**config.mk**
```make
export PLATFORM = sky130hd
export DESIGN_NAME = bank_decoder
export DESIGN_NICKNAME = d
export VERILOG_FILES = /design/src/rtl/bank_dec_pkg.sv /design/src/rtl/bank_region_decode.sv /design/src/rtl/bank_register.sv /design/src/rtl/bank_select_gen.sv /design/src/rtl/bank_decoder.sv
export SDC_FILE = /design/constraint.sdc
export NUM_CORES = 1
export LEC_CHECK = 0
export BUFFER_PORTS_ARGS = -buffer_cell sky130_fd_sc_hd__buf_2
export CAP_MARGIN = 20
export CORE_MARGIN = 3
export CORE_UTILIZATION = 45
export CTS_CLUSTER_DIAMETER = 120
export CTS_CLUSTER_SIZE = 12
export DETAILED_ROUTE_END_ITERATION = 10
export PLACE_DENSITY = 0.77
export RECOVER_POWER = 50
export REMOVE_ABC_BUFFERS = 1
export SLEW_MARGIN = 20
export SYNTH_ARGS = -nofsm -noshare
export SYNTH_HDL_FRONTEND = slang
export SYNTH_HIERARCHICAL = 1
export SYNTH_SLANG_ARGS = --single-unit
```
**constraint.sdc**
```tcl
create_clock -name clk -period 1.8 [get_ports clk]
set_clock_uncertainty 0.15 [all_clocks]
set_input_delay 0.27 -clock clk [delete_from_list [all_inputs] [get_ports clk]]
set_output_delay 0.27 -clock clk [all_outputs]
set_load 0.02 [all_outputs]
```
**src/rtl/bank_dec_pkg.sv**
```systemverilog
package bank_dec_pkg;
  typedef enum logic [1:0] {
    RGN_LOW  = 2'd0,
    RGN_IO   = 2'd1,
    RGN_BREG = 2'd2,
    RGN_BANK = 2'd3
  } region_e;
endpackage

```
**src/rtl/bank_region_decode.sv**
```systemverilog
module bank_region_decode
  import bank_dec_pkg::*;
#(
  parameter int unsigned ADDR_W  = 16,
  parameter int unsigned IO_LOG2 = 10,
  parameter logic [ADDR_W-1:0] IO_BASE  = 16'h8000,
  parameter logic [ADDR_W-1:0] REG_ADDR = 16'h8000
) (
  input  logic [ADDR_W-1:0] addr,
  output region_e           region
);
  localparam int unsigned TAG_W = ADDR_W - IO_LOG2;

  logic upper, in_io;
  assign upper = addr[ADDR_W-1];
  assign in_io = (addr[ADDR_W-1:IO_LOG2] == IO_BASE[ADDR_W-1:IO_LOG2]);

  always_comb begin
    if (!upper)                region = RGN_LOW;
    else if (addr == REG_ADDR) region = RGN_BREG;
    else if (in_io)            region = RGN_IO;
    else                       region = RGN_BANK;
  end

  logic [TAG_W-1:0] unused_tag;
  assign unused_tag = IO_BASE[ADDR_W-1:IO_LOG2];
endmodule

```
**src/rtl/bank_register.sv**
```systemverilog
module bank_register
  import bank_dec_pkg::*;
#(
  parameter int unsigned DATA_W = 8
) (
  input  logic              clk,
  input  logic              rst_n,
  input  logic              phi2,
  input  logic              cpu_rw,
  input  region_e           region,
  input  logic [DATA_W-1:0] data,
  output logic [DATA_W-1:0] bank_q
);
  logic              hit_q;
  logic [DATA_W-1:0] data_q;

  // Track the latest phase-2 sample; commit once phase 2 has ended.
  always_ff @(posedge clk or negedge rst_n) begin
    if (!rst_n) begin
      hit_q  <= 1'b0;
      data_q <= '0;
      bank_q <= '0;
    end else if (phi2) begin
      hit_q  <= (region == RGN_BREG) && !cpu_rw;
      data_q <= data;
    end else if (hit_q) begin
      bank_q <= data_q;
      hit_q  <= 1'b0;
    end
  end
endmodule

```
**src/rtl/bank_select_gen.sv**
```systemverilog
module bank_select_gen
  import bank_dec_pkg::*;
#(
  parameter int unsigned DATA_W = 8,
  parameter int unsigned EXT_W  = 4
) (
  input  logic              a_top,
  input  logic              cpu_rw,
  input  logic              phi2,
  input  region_e           region,
  input  logic [DATA_W-1:0] bank_q,
  output logic              ram_cs_n,
  output logic              rom_cs_n,
  output logic              io_cs_n,
  output logic [EXT_W-1:0]  ext_addr,
  output logic [DATA_W-EXT_W-2:0] spare_out
);
  localparam int unsigned DEV_BIT = DATA_W - 1;

  logic en, use_ram;
  assign en      = cpu_rw | phi2;
  assign use_ram = bank_q[DEV_BIT];

  assign ram_cs_n = !(en && ((region == RGN_LOW) || (region == RGN_BANK && use_ram)));
  assign rom_cs_n = !(en && region == RGN_BANK && !use_ram);
  assign io_cs_n  = !(en && region == RGN_IO);

  for (genvar i = 0; i < EXT_W; i++) begin : g_ext
    assign ext_addr[i] = bank_q[i] & a_top;
  end

  assign spare_out = bank_q[DEV_BIT-1:EXT_W];
endmodule

```
**src/rtl/bank_decoder.sv**
```systemverilog
module bank_decoder
  import bank_dec_pkg::*;
#(
  parameter int unsigned ADDR_W  = 16,
  parameter int unsigned DATA_W  = 8,
  parameter int unsigned EXT_W   = 4,
  parameter int unsigned IO_LOG2 = 10,
  parameter logic [ADDR_W-1:0] IO_BASE  = 16'h8000,
  parameter logic [ADDR_W-1:0] REG_ADDR = 16'h8000
) (
  input  logic              clk,
  input  logic              rst_n,
  input  logic [ADDR_W-1:0] cpu_addr,
  input  logic              cpu_rw,
  input  logic              phi2,
  input  logic [DATA_W-1:0] cpu_data,
  output logic              ram_cs_n,
  output logic              rom_cs_n,
  output logic              io_cs_n,
  output logic [EXT_W-1:0]  ext_addr,
  output logic [DATA_W-EXT_W-2:0] spare_out
);
  region_e           region;
  logic [DATA_W-1:0] bank_q;

  bank_region_decode #(
    .ADDR_W(ADDR_W), .IO_LOG2(IO_LOG2), .IO_BASE(IO_BASE), .REG_ADDR(REG_ADDR)
  ) u_rgn (
    .addr(cpu_addr), .region(region)
  );

  bank_register #(.DATA_W(DATA_W)) u_reg (
    .clk(clk), .rst_n(rst_n), .phi2(phi2), .cpu_rw(cpu_rw),
    .region(region), .data(cpu_data), .bank_q(bank_q)
  );

  bank_select_gen #(.DATA_W(DATA_W), .EXT_W(EXT_W)) u_sel (
    .a_top(cpu_addr[ADDR_W-1]), .cpu_rw(cpu_rw), .phi2(phi2),
    .region(region), .bank_q(bank_q),
    .ram_cs_n(ram_cs_n), .rom_cs_n(rom_cs_n), .io_cs_n(io_cs_n),
    .ext_addr(ext_addr), .spare_out(spare_out)
  );
endmodule

```
==> results.md <==
* Placer Congestion at 0.6231
* Layout area overhead at 36.75%
* # Max-Cap Violations at 0
* Clock Sinks at 17
* Avg WL per Cell at 14.71 um
* Drt drc at 0
* Layout cells sized above 1 at 67.00%
* Post-synthesis sequential area ratio at 51.20%
* Detail Route Antenna Nets at 0
* Req. time, crit path at 1.38 ns
* Clk slew on worst S/H paths at 0.10 ns
* Worst slew pin tran at 0.8826 ns
* TritonCTS Buffers at 3
* Internal Power at 690.7 uW
* Gate power share at 29.3%
* Mean post-synth cell area at 13.85 sq um
* Sequential share of power at 50.5%
* First-pass GRT wire length at 2849 um
* Total GRT Usage at 15.85%
* Worst VDD drop at 0.6428 mV
* Worst setup EP type: output pin
* Count of different cell masters after synthesis at 21
* Vias at 604
* Pwr Total at 962.6 uW
* Die ar. at 2398 sq um
* Max FO, Critical Path at 4
* Setup Crit Path Kind: in -> out
* Worst Path Arrival at 1.57 ns
* Post-synthesis cell area at 830.8 sq um
* Clock latency on the worst-skew pair at 0.28 ns
* DP Cell Count at 118
* Pin count of the biggest net entering global routing at 18
* Final worst slack at -0.1859 ns
* Fin crit share at 110.3%
* Clk buf depth at 2
* Slew Limit Fails at 0
* Pre-CTS setup slack at -0.2104 ns
* Vias per inst at 4.871
* Vias in the first global route at 629
* Post-route setup TNS at -0.4052 ns
* CTS Root Cell: clkbuf_4
* Final net count at 129
* Die Wd at 48.97 um
* Final core occ at 70.50%
* Placed wire-length estimate at 1211 um
* Fin cells at 124
* Synth Register Bits at 17
* Worst min path class: in -> reg
* Fill count at 123
* CTS tree: done
* Fin area at 1136 sq um
* DIE HEIGHT at 48.97 um
* Switch share at 28.24%
* Drt first pass iters at 3
* Initial detailed-routing violation count at 3
* Fmax at 503.6 MHz
* CP startpoint kind: input port
* Post-DP Area at 1016 sq um
* Power per Cell Area at 847.3 nW/um^2
* Net switching power at 271.9 uW
* PortBufs at 37
* Status: finished, violations left
* Flop2flop setup slack at 0.64 ns
* Normalized max-slew margin at 41.16%
* Leakage dissipation at 0.5623 nW
* Hold slack at 0.02255 ns
* Yosys Warn Count at 6
* Antenna diodes at 0
* Core region area at 1612 sq um
* Final setup vio count at 3
* Row cnt at 14
* Initial Util at 51.55%
* Fin crit period at 1.986 ns
* Gate Count Post-Synth at 60
* Initial antenna violation count at 0
* Ports at 38
* Gr ovfl total at 0
* Final wirelength at 1824 um
* Unrepaired setup endpoints after global routing: true
* Violated checks: setup timing
* Hold Vio Cnt, Final at 0
* Clock power share at 20.2%
* Htree depth at 1
==> repair_timing <==
action	4_1_cts	5_1_grt
endpoints found under the setup margin	3	3
resized for setup	9	6
hold buffers	1	0
endpoints found under the hold margin	17	0
cloned	0	0
pin swaps	6	5
setup buffers	0	1
==> final cells by class <==
cell class	count	area, sq um	share of cell area, %
multi-input combinational	37	402.9	35.46
clock inverter	1	5.005	0.4405
clock buffer	3	22.52	1.982
sequential	17	425.4	37.44
tap	24	30.03	2.643
timing repair buffer	41	246.5	21.70
inverter	1	3.754	0.3304
==> kinds of logic (layout without fill, tap and decap cells) <==
group,after synthesis,count (layout),synth area share [%]
flip-flops,17,17,51.21
AND/OR/NAND/NOR,17,17,14.61
multiplexers,16,16,25.30
buffers and inverters,6,46,5.873
AO/OA/AOI/OAI,4,4,3.013
==> routing by layer <==
metal,vias up,wire [um],global-route usage [%]
met5,-,0,0
met4,0,10,4.265
met3,2,156,6.422
met2,26,964,27.60
met1,289,693,17.81
li1,287,-,-
==> registers in the layout, indices dropped and copies added (netlist names) <==
name          cells
u_reg/bank_q      8
u_reg/data_q      8
u_reg/hit_q       1
==> Yosys cell counts <==
cell type / n / area share (%)
buf_4: 3 / 2.7
mux2_2: 8 / 11
inv_1: 1 / 0.45
nor4bb_1: 1 / 1.2
nand3_1: 1 / 0.60
or2_2: 1 / 0.75
o21ai_1: 1 / 0.60
mux2_4: 8 / 14
and3_2: 1 / 0.90
nand2_1: 1 / 0.45
nand2b_4: 1 / 1.7
or3b_1: 1 / 1.1
o21a_1: 1 / 0.90
and2_1: 4 / 3.0
buf_6: 2 / 2.7
nor4_2: 2 / 3.0
o22ai_1: 1 / 0.75
nor3_1: 1 / 0.60
nor2_1: 3 / 1.4
a31oi_1: 1 / 0.75
dfrtp_1: 17 / 51
==> power by group through the flow <==
| stage | sequential, mW | combinational [mW] | clock [mW] |
|---|---|---|---|
| detailed placement | 0.494 | 0.258 | 0 |
| CTS | 0.487 | 0.272 | 0.206 |
| floorplan | 0.507 | 0.144 | 0 |
| global placement | 0.491 | 0.251 | 0 |
| finish | 0.486 | 0.282 | 0.195 |
| global route | 0.498 | 0.301 | 0.225 |
==> placed cells by master (no fill, tap or decap) <==
cell type / netlist / final
or2_2: 1 / 1
nor4_4: 0 / 2
buf_4: 3 / 5
o21a_1: 1 / 1
dlygate4sd3_1: 0 / 1
and2_1: 4 / 4
nor3_2: 0 / 1
clkbuf_1: 0 / 1
o21ai_1: 1 / 1
mux2_2: 8 / 8
nor4bb_1: 1 / 1
nor2_1: 3 / 3
a31oi_4: 0 / 1
inv_1: 1 / 1
clkinv_2: 0 / 1
clkbuf_4: 0 / 3
o22ai_1: 1 / 1
or3b_1: 1 / 1
nand2b_4: 1 / 1
dfrtp_1: 17 / 17
mux2_4: 8 / 8
buf_2: 0 / 30
nand2_1: 1 / 1
and3_4: 0 / 1
buf_6: 2 / 4
nand3_2: 0 / 1
==> worst paths after layout <==
| path | end | start | cells past startpoint |
|---|---|---|---|
| min in group asynchronous | u_reg/bank_q[4]$_DFFE_PN0P_ | rst_n | 2 |
| max reg2reg | u_reg/bank_q[5]$_DFFE_PN0P_ | u_reg/hit_q$_DFF_PN0_ | 2 |
| min reg2reg | u_reg/bank_q[0]$_DFFE_PN0P_ | u_reg/data_q[0]$_DFFE_PN0P_ | 1 |
| max in group asynchronous | u_reg/bank_q[6]$_DFFE_PN0P_ | rst_n | 2 |
| min | u_reg/hit_q$_DFF_PN0_ | cpu_rw | 2 |
| max | rom_cs_n | cpu_addr[6] | 6 |
==> critical path: stages <==
cell and delay [ns]:
buf_2 0.12, nor4_4 0.27, nand3_2 0.15, a31oi_4 0.24
or3b_1 0.38, buf_6 0.14
(Power assumes the default switching activity.)
